--- src/rtl/burst_colseq_pkg.sv ---
package burst_colseq_pkg;

  localparam int BEAT_IDX_W = 3;
  localparam logic [2:0] LEN_CODE_FOUR  = 3'b010;
  localparam logic [2:0] LEN_CODE_EIGHT = 3'b011;

  // a length code that the generator can serve
  function automatic logic code_is_legal(input logic [2:0] code);
    return (code == LEN_CODE_FOUR) || (code == LEN_CODE_EIGHT);
  endfunction

  function automatic logic code_is_eight(input logic [2:0] code);
    return code == LEN_CODE_EIGHT;
  endfunction

  // index of the final beat for a given length
  function automatic logic [BEAT_IDX_W-1:0] final_index(input logic eight);
    return eight ? 3'd7 : 3'd3;
  endfunction

  // low column bits carried by beat idx
  function automatic logic [BEAT_IDX_W-1:0] low_bits_for_beat(
    input logic [BEAT_IDX_W-1:0] start_low,
    input logic [BEAT_IDX_W-1:0] idx,
    input logic                  eight,
    input logic                  ilv
  );
    logic [BEAT_IDX_W-1:0] mask;
    logic [BEAT_IDX_W-1:0] raw;
    mask = eight ? 3'b111 : 3'b011;
    raw  = ilv ? (start_low ^ idx) : (start_low + idx);
    return raw & mask;
  endfunction

endpackage

--- src/rtl/burst_mode_dec.sv ---
module burst_mode_dec
  import burst_colseq_pkg::*;
(
  input  logic       clk,
  input  logic       rst_n,
  input  logic       start,
  input  logic [2:0] mode_len,
  output logic       take_start,
  output logic       load_ok,
  output logic       load_bad,
  output logic       len8
);

  logic took_prev;

  // spacing rule: no two accepted starts on adjacent clocks
  assign take_start = start & ~took_prev;
  assign load_ok    = take_start & code_is_legal(mode_len);
  assign load_bad   = take_start & ~code_is_legal(mode_len);
  assign len8       = code_is_eight(mode_len);

  always_ff @(posedge clk or negedge rst_n) begin
    if (!rst_n) took_prev <= 1'b0;
    else        took_prev <= take_start;
  end

endmodule

--- src/rtl/burst_beat_ctr.sv ---
module burst_beat_ctr
  import burst_colseq_pkg::*;
(
  input  logic                  clk,
  input  logic                  rst_n,
  input  logic                  load_ok,
  input  logic                  load_bad,
  input  logic                  load_len8,
  input  logic                  advance,
  output logic                  active,
  output logic [BEAT_IDX_W-1:0] idx,
  output logic                  len8_q,
  output logic                  at_first,
  output logic                  at_last
);

  logic step;

  assign at_first = active && (idx == '0);
  assign at_last  = active && (idx == final_index(len8_q));
  assign step     = active && advance;

  always_ff @(posedge clk or negedge rst_n) begin
    if (!rst_n) begin
      active <= 1'b0;
      idx    <= '0;
      len8_q <= 1'b0;
    end else if (load_ok) begin
      active <= 1'b1;
      idx    <= '0;
      len8_q <= load_len8;
    end else if (load_bad) begin
      active <= 1'b0;
      idx    <= '0;
    end else if (step) begin
      if (at_last) begin
        active <= 1'b0;
        idx    <= '0;
      end else begin
        idx <= idx + 1'b1;
      end
    end
  end

endmodule

--- src/rtl/burst_addr_gen.sv ---
module burst_addr_gen
  import burst_colseq_pkg::*;
#(
  parameter int COL_W = 10
) (
  input  logic                  clk,
  input  logic                  rst_n,
  input  logic                  load_ok,
  input  logic [COL_W-1:0]      load_col,
  input  logic                  load_ilv,
  input  logic [BEAT_IDX_W-1:0] idx,
  input  logic                  len8_q,
  output logic [COL_W-1:0]      col
);

  logic [COL_W-1:0]      base_q;
  logic                  ilv_q;
  logic [BEAT_IDX_W-1:0] low;

  always_ff @(posedge clk or negedge rst_n) begin
    if (!rst_n) begin
      base_q <= '0;
      ilv_q  <= 1'b0;
    end else if (load_ok) begin
      base_q <= load_col;
      ilv_q  <= load_ilv;
    end
  end

  assign low = low_bits_for_beat(base_q[BEAT_IDX_W-1:0], idx, len8_q, ilv_q);

  for (genvar b = 0; b < COL_W; b++) begin : g_bit
    if (b < BEAT_IDX_W - 1) begin : g_always_moves
      assign col[b] = low[b];
    end else if (b == BEAT_IDX_W - 1) begin : g_moves_if_eight
      assign col[b] = len8_q ? low[b] : base_q[b];
    end else begin : g_held
      assign col[b] = base_q[b];
    end
  end

endmodule

--- src/rtl/burst_colseq.sv ---
module burst_colseq
  import burst_colseq_pkg::*;
#(
  parameter int COL_W = 10
) (
  input  logic             clk,
  input  logic             rst_n,
  input  logic             start,
  input  logic [COL_W-1:0] start_col,
  input  logic [2:0]       mode_len,
  input  logic             mode_ilv,
  input  logic             advance,
  output logic [COL_W-1:0] col_out,
  output logic             col_valid,
  output logic             first_beat,
  output logic             last_beat,
  output logic             len_error
);

  // named internal events, watched by the checker
  logic                  take_start;
  logic                  load_ok;
  logic                  load_bad;
  logic                  len8_in;
  logic                  active;
  logic [BEAT_IDX_W-1:0] idx;
  logic                  len8_q;
  logic                  err_q;

  burst_mode_dec u_dec (
    .clk        (clk),
    .rst_n      (rst_n),
    .start      (start),
    .mode_len   (mode_len),
    .take_start (take_start),
    .load_ok    (load_ok),
    .load_bad   (load_bad),
    .len8       (len8_in)
  );

  burst_beat_ctr u_ctr (
    .clk       (clk),
    .rst_n     (rst_n),
    .load_ok   (load_ok),
    .load_bad  (load_bad),
    .load_len8 (len8_in),
    .advance   (advance),
    .active    (active),
    .idx       (idx),
    .len8_q    (len8_q),
    .at_first  (first_beat),
    .at_last   (last_beat)
  );

  burst_addr_gen #(.COL_W(COL_W)) u_addr (
    .clk      (clk),
    .rst_n    (rst_n),
    .load_ok  (load_ok),
    .load_col (start_col),
    .load_ilv (mode_ilv),
    .idx      (idx),
    .len8_q   (len8_q),
    .col      (col_out)
  );

  always_ff @(posedge clk or negedge rst_n) begin
    if (!rst_n)        err_q <= 1'b0;
    else if (load_bad) err_q <= 1'b1;
    else if (load_ok)  err_q <= 1'b0;
  end

  assign col_valid = active;
  assign len_error = err_q;

endmodule

--- config.mk ---
export PLATFORM = sky130hd
export DESIGN_NAME = burst_colseq
export DESIGN_NICKNAME = d
export VERILOG_FILES = /design/src/rtl/burst_colseq_pkg.sv /design/src/rtl/burst_mode_dec.sv /design/src/rtl/burst_beat_ctr.sv /design/src/rtl/burst_addr_gen.sv /design/src/rtl/burst_colseq.sv
export SDC_FILE = /design/constraint.sdc
export NUM_CORES = 1
export LEC_CHECK = 0
export ABC_AREA = 0
export BUFFER_PORTS_ARGS = -buffer_cell sky130_fd_sc_hd__buf_2
export CAP_MARGIN = 20
export CORE_UTILIZATION = 50
export CTS_BUF_LIST = sky130_fd_sc_hd__clkbuf_16
export DETAILED_ROUTE_END_ITERATION = 10
export PLACE_DENSITY_LB_ADDON = 0.3
export SLEW_MARGIN = 5
export SYNTH_ARGS = -nofsm -noshare
export SYNTH_HDL_FRONTEND = slang
export SYNTH_SLANG_ARGS = --single-unit
--- constraint.sdc ---
create_clock -name clk -period 4.9 [get_ports clk]
set_input_delay 0.49 -clock clk [delete_from_list [all_inputs] [get_ports clk]]
set_output_delay 0.49 -clock clk [all_outputs]
set_load 0.1 [all_outputs]
== After elaboration in Yosys (flattened, before gate mapping) ==
Cells that the tools add are included.
Word-level totals
  register bits: 18
  input port bits: 18
  logic and storage cells: 41
Cells by class
  add/sub/neg operators: 2
  equality and inequality tests: 3
  muxes and demuxes: 13
  bitwise gates (word level): 7
  reductions and logical operators: 9
Operators by type and width (count)
  2-to-1 mux 3 bit: 6
  2-to-1 mux 1 bit: 7
  equality test 3 x 2 -> 1 bit (second input constant): 2
  nonzero test 3 bit: 2
  adder 3 x 1 -> 3 bit (second input constant): 1
  adder 3 bit: 1
  AND 1 bit: 3
  AND 3 bit: 1
  equality test 3 bit: 1
  logical AND 1 bit: 3
  logical NOT 3 bit: 1
  XOR 3 bit: 1
  inverter 1 bit: 2
  AND reduction 2 bit: 1
  nonzero test 2 bit: 1
  logical OR 1 bit: 1

== Logic depth before layout (Yosys ltp) ==
  word-level depth: 7
  depth in mapped cells: 6
  gate-level depth less buffers: 6

== By module ==
A second synthesis with hierarchy kept.
Unflattened totals
  cell total of the unflattened synthesis: 83
  area total of the unflattened synthesis: 991.0 um^2
By module, submodules not included
  burst_addr_gen: instances 1, cells an instance 44, area each 590.6 um^2, sequential area each 275.3 um^2
  burst_beat_ctr: instances 1, cells an instance 30, area each 292.8 um^2, sequential area each 125.1 um^2
  burst_mode_dec: instances 1, cells an instance 6, area each 71.3 um^2, sequential area each 25.0 um^2
  burst_colseq: instances 1, cells an instance 3, area each 36.3 um^2, sequential area each 25.0 um^2

== Least setup slack after synthesis ==
OpenSTA, ideal clock, no wires.
  path kind: register to output
  from: register u_ctr.idx[0]
  to: output port col_out[1]
  arrival: 3.173 ns
  data required time: 4.410 ns
  path slack: 1.237 ns
  stages on the path, launching flop included: 5
  buffers on the path: 0
  path through: dfrtp_1 -> ha_1 -> inv_1 -> fa_1 -> o21ai_0
Between the ends
  cells in the longest elaborated chain, start to end: 3
RTL lines
  start: declaration: line burst_beat_ctr.sv:11  | output logic [BEAT_IDX_W-1:0] idx,
  start signal: assignment: line burst_beat_ctr.sv:40  | idx <= idx + 1'b1;
  adder 3 bit: line burst_colseq_pkg.sv:31  | raw = ilv ? (start_low ^ idx) : (start_low + idx);
  2-to-1 mux 3 bit: line burst_colseq_pkg.sv:31
  AND 3 bit: line burst_colseq_pkg.sv:32  | return raw & mask;
  end: declaration: line burst_colseq.sv:13  | output logic [COL_W-1:0] col_out,
No other way between the ends.

== Worst setup path in the final report ==
  from: register u_ctr.idx[0]
  to: output port col_out[2]
Between the ends
  cells in the longest elaborated chain, start to end: 4
RTL lines
  adder 3 bit: line burst_colseq_pkg.sv:31
  2-to-1 mux 3 bit: line burst_colseq_pkg.sv:31
  AND 3 bit: line burst_colseq_pkg.sv:32
  2-to-1 mux 1 bit: line burst_addr_gen.sv:36  | assign col[b] = len8_q ? low[b] : base_q[b];
No other way between the ends.

==> flow_summary.toml <==
[power]
cellLeakagePower_uw = 0.000567
cellPowerDensity_mw_per_mm2 = 564
irDropWorstVdd_uv = 341
finalPower_uw = 638

[die]
num_rows = 15
coreArea_mm2 = 0.00175
start_util_pct = 53.8
fp.dieW_um = 45.3
die-area_mm2 = 0.00205
pin_count = 32
die_h_um = 45.3

[drt]
drt-total-wl_mm = 1.61
drc = 0
vias = 619
ant_nets = 0
wl_per_cell_um = 12.5
dr.pass1.iters = 4
avgViaCountPerCell = 4.84
drtIter0Drc = 21

[worst_setup_path]
required_ps = 4410
worstSetupStartpointType = "flop"
end_kind = "primary output"
cp.arrival_ps = 2270
crit_type = "flop to primary output"
crit_fanout = 5

[yosys]
ys_types = 24
synthTopCellsByArea = "dfrtp_1, mux2_4, buf_4, mux2_2, ha_1"
ys_seq_elements = 18
yosysSeqAreaShare_pct = 48.0
synth_top_area_share_pct = 48.0
synth_fp_nets = 102
syn_area_um2 = 938
syn-mean-instance-area_um2 = 11.9
yosys_warnings = 0
synth_top_area_cell = "dfrtp_1"
postSynthCellCount = 79

[clocking]
cts_resized = 0
post_cts_buffers = 0
cts_tree = "built"
cts_buffers = 3
cts.htree.levels = 1
clock_path_buffers = 2
cts-root-buf = "clkbuf_16"
clk_pin_slew_ps = 50
hold_buffers = 0
clkLatencyLatePin_ps = 250
cts.sinks = 18

[final_layout]
utilization_pct = 64.8
layout.cells.most_common = "buf_2"
diodes = 0
final_layout_size_suffix_gt1_share_pct = 45.6
area_growth_pct = 20.5
layout_common_cells = "buf_2, dfrtp_1, nand2_1, mux2_4"
nets = 127
fin_area_mm2 = 0.00113

[placed_design]
place_area_mm2 = 0.00105
gp_congestion = 0.796
dp_hpwl_mm = 1.13
numPortBuffers = 31

[timing]
max_slew_margin_pct = 30.8
finalCriticalPeriod_ps = 2760
slew_violations = 0
timing.hold.ws_ps = 164
setup_viol = 0
tns_ps = 0
finalHoldViolCount = 0
max_freq_ghz = 0.362
worstMarginPinSlew_ps = 1040
rsz0062_at_grt = "no"
min_period_over_period_pct = 56.4
skew_ps = 1.95

[grt]
grt_max_degree = 19
grt_pass1_vias = 605
grt_use_total_pct = 18.4
grt_antenna_before_repair = 0
grt_pass1_wl_mm = 2.57
grt-ovfl-total = 0

[status]
outcome = "completed"

[hold_path]
hold_class = "primary input to asynchronous set/reset pin"

[flow_run]
cap_violations = 0
==> logic make-up after synthesis <==
logic type / share of synthesized area, %
AND/OR/NAND/NOR: 9.33
flip-flops: 48.0
adder cells (fa/ha/maj): 7.47
XOR/XNOR: 1.87
buffers and inverters: 11.3
AO/OA/AOI/OAI: 5.33
multiplexers: 16.7
==> stage by stage <==
stage / setup WS, ps / instances
after detailed placement: 2440 / 124
after global routing: 2020 / 128
after floorplan: 1240 / 79
after CTS: 2120 / 128
after global placement: 2500 / 124
final: 2140 / 128
==> sequential cells by signal, summed over array words and instances (netlist names) <==
name,flops
u_dec.took_prev,1
u_addr.ilv_q,1
u_addr.base_q,10
u_ctr.active,1
u_ctr.len8_q,1
len_error,1
u_ctr.idx,3
==> routing by layer <==
metal  wire (um)  GRT usage [%]  part of all wire (%)
met3          78           6.00                   4.9
met4           9           5.45                  0.56
met2         825           29.9                    51
met1         693           23.5                    43
met5           0              0                     0
==> path summary, 6_finish.rpt <==
kind | start | endpoint | slack, ps | cells after the start
max in group asynchronous | rst_n | u_addr.base_q[0] | 4440 | 1
max reg2reg | u_dec.took_prev | u_addr.base_q[6] | 3060 | 2
max | u_ctr.idx[0] | col_out[2] | 2140 | 7
min in group clk | start_col[1] | u_addr.base_q[1] | 450 | 3
min | rst_n | u_ctr.active | 160 | 1
min reg2reg | len_error | len_error | 500 | 2
==> cell type report <==
type | count | area (um^2)
clock inverter | 1 | 3.75
sequential | 18 | 450
fill | 146 | 614
inverter | 5 | 18.8
multi-input combinational | 45 | 397
clock buffer | 3 | 75.1
timing repair buffer | 31 | 155
tap | 25 | 31.3
==> worst max-delay path, stage by stage, from the launching register on <==
cell	delay (ps)
dfrtp_1	400
ha_1	170
inv_1	50
fa_1	390
o21a_1	180
o21ai_0	230
xnor2_1	150
buf_2	440
==> cell usage after synthesis, drive strengths merged <==
cell,number
and3,1
buf,9
nor3,1
o21ai,3
nand3,2
clkbuf,2
ha,4
nor2,4
o21a,1
dfrtp,18
a311oi,1
xnor2,2
nor2b,2
a211o,1
mux2i,1
a21oi,2
fa,1
mux2,11
nand2,6
nor4bb,1
inv,5
or2,1
==> power breakdown <==
part           switching [uW]  total [uW]  leakage (uW)  internal, uW
Clock                    57.9         166     0.0000385           109
Combinational             219         276      0.000309          57.1
Sequential               19.8         195      0.000220           175
No activity file was read; power rests on OpenSTA's default activity.
